--- src/rtl/tgt_pkg.sv ---
package tgt_pkg;

   typedef enum logic [2:0] {
      T_IDLE    = 3'd0,
      T_CLAIM   = 3'd1,
      T_DATA    = 3'd2,
      T_BACKOFF = 3'd3,
      T_TURN    = 3'd4
   } tgt_state_e;

endpackage

--- src/rtl/tgt_burst_cnt.sv ---
module tgt_burst_cnt #(
   parameter int BURST_MAX = 8,
   parameter bit LIMIT_EN  = 1'b1
) (
   input  logic clk,
   input  logic rst_n,
   input  logic clr,
   input  logic inc,
   output logic last
);

   localparam int CW = $clog2(BURST_MAX + 1);

   if (BURST_MAX < 2) begin : g_bad_max
      $error("tgt_burst_cnt: BURST_MAX must be at least 2");
   end

   generate
      if (LIMIT_EN) begin : g_limit
         logic [CW-1:0] cnt_q;

         always_ff @(posedge clk or negedge rst_n) begin
            if (!rst_n) begin
               cnt_q <= '0;
            end else if (clr) begin
               cnt_q <= '0;
            end else if (inc && (cnt_q != CW'(BURST_MAX))) begin
               cnt_q <= cnt_q + 1'b1;
            end
         end

         assign last = (cnt_q == CW'(BURST_MAX - 1));


         cnt_bound_chk: assert property (@(posedge clk) disable iff (!rst_n)
            cnt_q <= CW'(BURST_MAX));
      end else begin : g_nolimit
         logic unused_in;
         assign unused_in = clr ^ inc;
         assign last      = 1'b0;
      end
   endgenerate

endmodule

--- src/rtl/tgt_fsm.sv ---
module tgt_fsm
   import tgt_pkg::*;
(
   input  logic       clk,
   input  logic       rst_n,
   input  logic       frame_n,
   input  logic       irdy_n,
   input  logic       addr_hit,
   input  logic       be_ready,
   input  logic       be_disc_req,
   input  logic       burst_last,
   output tgt_state_e state_q,
   output logic       trdy_q,
   output logic       stop_q,
   output logic       xfer
);

   tgt_state_e state_d;
   logic       trdy_d;
   logic       stop_d;

   assign xfer = (state_q == T_DATA) && trdy_q && !irdy_n;

   always_comb begin
      state_d = state_q;
      trdy_d  = trdy_q;
      stop_d  = stop_q;
      unique case (state_q)
         T_IDLE: begin
            trdy_d = 1'b0;
            stop_d = 1'b0;
            if (addr_hit && !frame_n) state_d = T_CLAIM;
         end
         T_CLAIM: begin
            state_d = T_DATA;
         end
         T_DATA: begin
            if (trdy_q) begin
               if (!irdy_n) begin
                  trdy_d = 1'b0;
                  stop_d = 1'b0;
                  if (stop_q)       state_d = T_BACKOFF;
                  else if (frame_n) state_d = T_TURN;
               end
            end else if (frame_n && irdy_n) begin
               state_d = T_TURN;
            end else if (!irdy_n && be_ready) begin
               trdy_d = 1'b1;
               stop_d = !frame_n && (be_disc_req || burst_last);
            end
         end
         T_BACKOFF: begin
            trdy_d = 1'b0;
            stop_d = 1'b0;
            // raw pin, no resampling stage
            if (frame_n) state_d = T_TURN;
         end
         T_TURN: begin
            trdy_d = 1'b0;
            stop_d = 1'b0;
            if (frame_n && irdy_n) state_d = T_IDLE;
         end
         default: begin
            state_d = T_IDLE;
            trdy_d  = 1'b0;
            stop_d  = 1'b0;
         end
      endcase
   end

   always_ff @(posedge clk or negedge rst_n) begin
      if (!rst_n) begin
         state_q <= T_IDLE;
         trdy_q  <= 1'b0;
         stop_q  <= 1'b0;
      end else begin
         state_q <= state_d;
         trdy_q  <= trdy_d;
         stop_q  <= stop_d;
      end
   end


   trdy_after_irdy_chk: assert property (@(posedge clk) disable iff (!rst_n)
      $rose(trdy_q) |-> $past(!irdy_n));


   backoff_hold_chk: assert property (@(posedge clk) disable iff (!rst_n)
      (state_q == T_BACKOFF && !frame_n) |=> (state_q == T_BACKOFF && !trdy_q));


   disc_last_chk: assert property (@(posedge clk) disable iff (!rst_n)
      (xfer && stop_q) |=> (state_q == T_BACKOFF && !trdy_q));

endmodule

--- src/rtl/tgt_pad_drv.sv ---
module tgt_pad_drv
   import tgt_pkg::*;
(
   input  tgt_state_e state_q,
   input  logic       trdy_q,
   input  logic       stop_q,
   output logic       devsel_n,
   output logic       devsel_oe,
   output logic       trdy_n,
   output logic       trdy_oe,
   output logic       stop_n,
   output logic       stop_oe
);

   logic active;
   logic in_data;

   assign active  = (state_q != T_IDLE);
   assign in_data = (state_q == T_DATA);

   assign devsel_n  = !((state_q == T_CLAIM) || in_data || (state_q == T_BACKOFF));
   assign trdy_n    = !(in_data && trdy_q);
   assign stop_n    = !((in_data && stop_q) || (state_q == T_BACKOFF));
   assign devsel_oe = active;
   assign trdy_oe   = active;
   assign stop_oe   = active;

endmodule

--- src/rtl/pci_tgt_ctrl.sv ---
module pci_tgt_ctrl
   import tgt_pkg::*;
#(
   parameter int BURST_MAX = 8,
   parameter bit LIMIT_EN  = 1'b1
) (
   input  logic clk,
   input  logic rst_n,
   input  logic frame_n,
   input  logic irdy_n,
   input  logic addr_hit,
   input  logic be_ready,
   input  logic be_disc_req,
   output logic devsel_n,
   output logic devsel_oe,
   output logic trdy_n,
   output logic trdy_oe,
   output logic stop_n,
   output logic stop_oe,
   output logic xfer
);

   tgt_state_e state_q;
   logic       trdy_q;
   logic       stop_q;
   logic       burst_last;

   tgt_fsm u_fsm (
      .clk         (clk),
      .rst_n       (rst_n),
      .frame_n     (frame_n),
      .irdy_n      (irdy_n),
      .addr_hit    (addr_hit),
      .be_ready    (be_ready),
      .be_disc_req (be_disc_req),
      .burst_last  (burst_last),
      .state_q     (state_q),
      .trdy_q      (trdy_q),
      .stop_q      (stop_q),
      .xfer        (xfer)
   );

   tgt_burst_cnt #(
      .BURST_MAX (BURST_MAX),
      .LIMIT_EN  (LIMIT_EN)
   ) u_cnt (
      .clk   (clk),
      .rst_n (rst_n),
      .clr   (state_q == T_IDLE),
      .inc   (xfer),
      .last  (burst_last)
   );

   tgt_pad_drv u_pad (
      .state_q   (state_q),
      .trdy_q    (trdy_q),
      .stop_q    (stop_q),
      .devsel_n  (devsel_n),
      .devsel_oe (devsel_oe),
      .trdy_n    (trdy_n),
      .trdy_oe   (trdy_oe),
      .stop_n    (stop_n),
      .stop_oe   (stop_oe)
   );


   xfer_claimed_chk: assert property (@(posedge clk) disable iff (!rst_n)
      xfer |-> (!devsel_n && !trdy_n && !irdy_n));


   oe_release_chk: assert property (@(posedge clk) disable iff (!rst_n)
      $fell(stop_oe) |-> ($past(stop_n) && $past(frame_n) && $past(irdy_n)));


   hit_ignored_chk: assert property (@(posedge clk) disable iff (!rst_n)
      (!devsel_oe && frame_n) |=> !devsel_oe);

endmodule

--- config.mk ---
export PLATFORM = sky130hd
export DESIGN_NAME = pci_tgt_ctrl
export DESIGN_NICKNAME = d
export VERILOG_FILES = /design/src/rtl/tgt_pkg.sv /design/src/rtl/tgt_burst_cnt.sv /design/src/rtl/tgt_fsm.sv /design/src/rtl/tgt_pad_drv.sv /design/src/rtl/pci_tgt_ctrl.sv
export SDC_FILE = /design/constraint.sdc
export NUM_CORES = 1
export LEC_CHECK = 0
export BUFFER_PORTS_ARGS = -buffer_cell sky130_fd_sc_hd__buf_4
export CORE_MARGIN = 3
export CORE_UTILIZATION = 51
export DETAILED_ROUTE_END_ITERATION = 6
export PLACE_DENSITY = 0.76
export SYNTH_ARGS = -nofsm -noshare
export SYNTH_HDL_FRONTEND = slang
export SYNTH_SLANG_ARGS = --single-unit
export TNS_END_PERCENT = 100
--- constraint.sdc ---
create_clock -name clk -period 1.9 [get_ports clk]
set_input_delay 0.285 -clock clk [delete_from_list [all_inputs] [get_ports clk]]
set_output_delay 0.285 -clock clk [all_outputs]
set_load 0.02 [all_outputs]
==> impl_metrics.json <==
{
  "rr_startpoint": "u_fsm.state_q[1]$_DFFE_PN0P_",
  "stdcell_count": 103,
  "tightest_slew_ps": 389,
  "finClkSkew_ps": 3.00,
  "crit_slowest_cell": "dfrtp_1",
  "syn_to_final_growth_pct": 19.7,
  "synthCells": 75,
  "cts-buffers-inserted": 3,
  "drt-total-wl_mm": 1.31,
  "cts_resized": 0,
  "synth_top_area_cell": "dfrtp_1",
  "grt_overflow": 0,
  "avgRoutedWirePerCell_um": 12.7,
  "synth_area_leaders": "dfrtp_1 34%, a21oi_1 5.3%, mux2i_1 4.5%, nor2_1 4.5%, nand4bb_4 4.2%",
  "core_area_mm2": 0.00116,
  "crit_arrival_ps": 1430,
  "rows": 12,
  "grt_max_degree": 14,
  "vias": 547,
  "p_leak_uw": 0.000375,
  "clkLatencyLatePin_ps": 250,
  "timing.hold.ws_ps": 415,
  "final_util_pct": 68.5,
  "critical_path.endpoint_type": "output port",
  "critical-path-top-delay-family": "flip-flops",
  "min_period_ps": 1720,
  "hp-class": "in -> async",
  "synth_fp_nets": 84,
  "gp_congestion": 0.828,
  "dp_hpwl_mm": 1.00,
  "start_util_pct": 57.3,
  "ir_drop_uv": 1130,
  "fp.dieH_um": 42.0,
  "drv_cap": 0,
  "setup_tns_ps": 0,
  "yosys_warnings": 0,
  "finalHoldViolations": 0,
  "grt_pass1_vias": 491,
  "rsz0062_at_grt": "false",
  "dieArea_mm2": 0.00177,
  "fp.dieW_um": 42.0,
  "p_per_area_mw_per_mm2": 1380,
  "clockBufferDepth": 2,
  "finalCritPeriodShare_pct": 90.4,
  "firstDrtPassIters": 4,
  "setup_viol": 0,
  "ys_ff_latch": 9,
  "ff2ff_path_depth": 4,
  "synth.distinct_cells": 30,
  "grt_first_pass_wirelength_mm": 2.28,
  "cts_tree": "done",
  "crit_chain": "or2b_1 -> o21bai_1 -> buf_4",
  "ant_nets": 0,
  "clkTransAtPathRegs_ps": 60,
  "critPathBufInv": 1,
  "postCtsSetupBuffers": 0,
  "antenna_found_initial": 0,
  "relSlewSlack_pct": 73.4,
  "drt_iter0_drc": 13,
  "critPathRequiredTime_ps": 1620,
  "critPathLaunchType": "register",
  "r2r_slack_ps": 260,
  "syn_area_um2": 662,
  "maxSlewViolCount": 0,
  "status": "finished clean",
  "via_per_inst": 5.31,
  "synth-seq-area-share_pct": 34.0,
  "io_buffers": 13,
  "drive_gt1_share_pct": 27.0,
  "n_antenna_cell": 0,
  "cts_root_buffer": "clkbuf_4",
  "h-tree-depth": 1,
  "grtUsageTotal_pct": 17.1,
  "r2r-end": "u_fsm.state_q[1]$_DFFE_PN0P_",
  "drcViolationCount": 0,
  "syn-mean-instance-area_um2": 8.83,
  "fin_nets": 99,
  "worstSetupPathType": "reg -> out",
  "slowest_delay_ps": 570,
  "synth.top_cell.area_share_pct": 34.0,
  "cts_num_sinks": 9,
  "cts-hold-fix-buffers": 1,
  "fmax_mhz": 582,
  "placed_cells": 98,
  "nFillCells": 98,
  "cp_max_fo": 13,
  "io_pins": 14
}
-- registers in the layout, summed over array words and instances (netlist names) --
| name | count |
|---|---|
| u_fsm.stop_q | 1 |
| u_fsm.trdy_q | 1 |
| u_fsm.state_q | 3 |
| u_cnt.g_limit.cnt_q | 4 |
-- worst max path at each step --
stage                                       from                           end  slack [ps]  depth (start not counted)
floorplan           u_fsm.state_q[2]$_DFFE_PN0P_  u_fsm.state_q[1]$_DFFE_PN0P_         130                          6
global placement    u_fsm.state_q[1]$_DFFE_PN0P_  u_fsm.state_q[2]$_DFFE_PN0P_         310                          4
detailed placement  u_fsm.state_q[1]$_DFFE_PN0P_  u_fsm.state_q[1]$_DFFE_PN0P_         280                          4
CTS                 u_fsm.state_q[1]$_DFFE_PN0P_                        stop_n         180                          3
global route        u_fsm.state_q[1]$_DFFE_PN0P_                     devsel_oe          40                          4
finish              u_fsm.state_q[1]$_DFFE_PN0P_                        stop_n         180                          3
-- synthesized netlist by cell type --
library cell,count
or2b_1,1
a21o_1,1
a311oi_2,1
dfrtp_1,9
a31oi_1,1
nor4b_1,1
nor3_1,3
nand3_1,1
a211oi_1,1
o21bai_1,3
a21oi_1,7
inv_1,7
clkbuf_1,2
nand4bb_4,1
buf_2,2
nand2_1,4
mux2i_1,3
xnor2_1,2
ha_1,2
nor2_1,8
a221o_2,1
nand3b_1,1
a2111oi_0,1
o21ai_0,1
nand2b_1,3
buf_4,2
mux2_2,2
nor2b_1,2
buf_6,1
o21ai_1,1
-- stage by stage --
step / setup slack (ps) / power (uW) / area (um^2)
finish: 182 / 1090 / 792
global route: 37.4 / 1180 / 792
CTS: 179 / 1100 / 792
detailed placement: 280 / 952 / 756
global placement: 313 / 944 / 756
floorplan: 130 / 783 / 662
-- where the power goes --
| group | switching [uW] | internal [uW] | total (uW) |
|---|---|---|---|
| clock network | 57.7 | 80.3 | 138 |
| logic | 318 | 330 | 648 |
| registers | 76.5 | 226 | 303 |
-- area by class of cell --
type / count / area (um^2) / area share, %
multi-input cells: 52 / 367 / 46.3
flip-flops and latches: 9 / 225 / 28.4
repair buffers: 17 / 130 / 16.4
clock buffers: 4 / 26.3 / 3.32
inverters: 7 / 26.3 / 3.32
well taps: 14 / 17.5 / 2.21
-- cells by family after synthesis --
| kind of cell | count (synthesis) | share of synthesized area, % |
|---|---|---|
| flip-flops | 9 | 34.0 |
| XOR/XNOR | 2 | 2.65 |
| adder cells (fa/ha/maj) | 2 | 3.78 |
| AO/OA/AOI/OAI | 18 | 18.7 |
| multiplexers | 5 | 7.94 |
| buffers and inverters | 14 | 10.6 |
| AND/OR/NAND/NOR | 25 | 22.3 |
-- cell usage in the layout, fill, tap and decap left out, types with 3 or more instances in the layout --
master,Yosys,final
dfrtp_1,9,9
inv_1,7,7
buf_4,2,16
nor3_1,3,3
nand2_1,4,4
clkbuf_4,0,3
nor2_1,8,8
o21bai_1,3,3
mux2i_1,3,3
nand2b_1,3,3
a21oi_1,7,7
-- layer usage --
layer  routed length [um]  GRT usage [%]
met1                  637           24.0
met2                  596           24.7
met3                   64           3.00
met4                   12           9.32
met5                    0              0
Power figures use the tool's default switching activity.
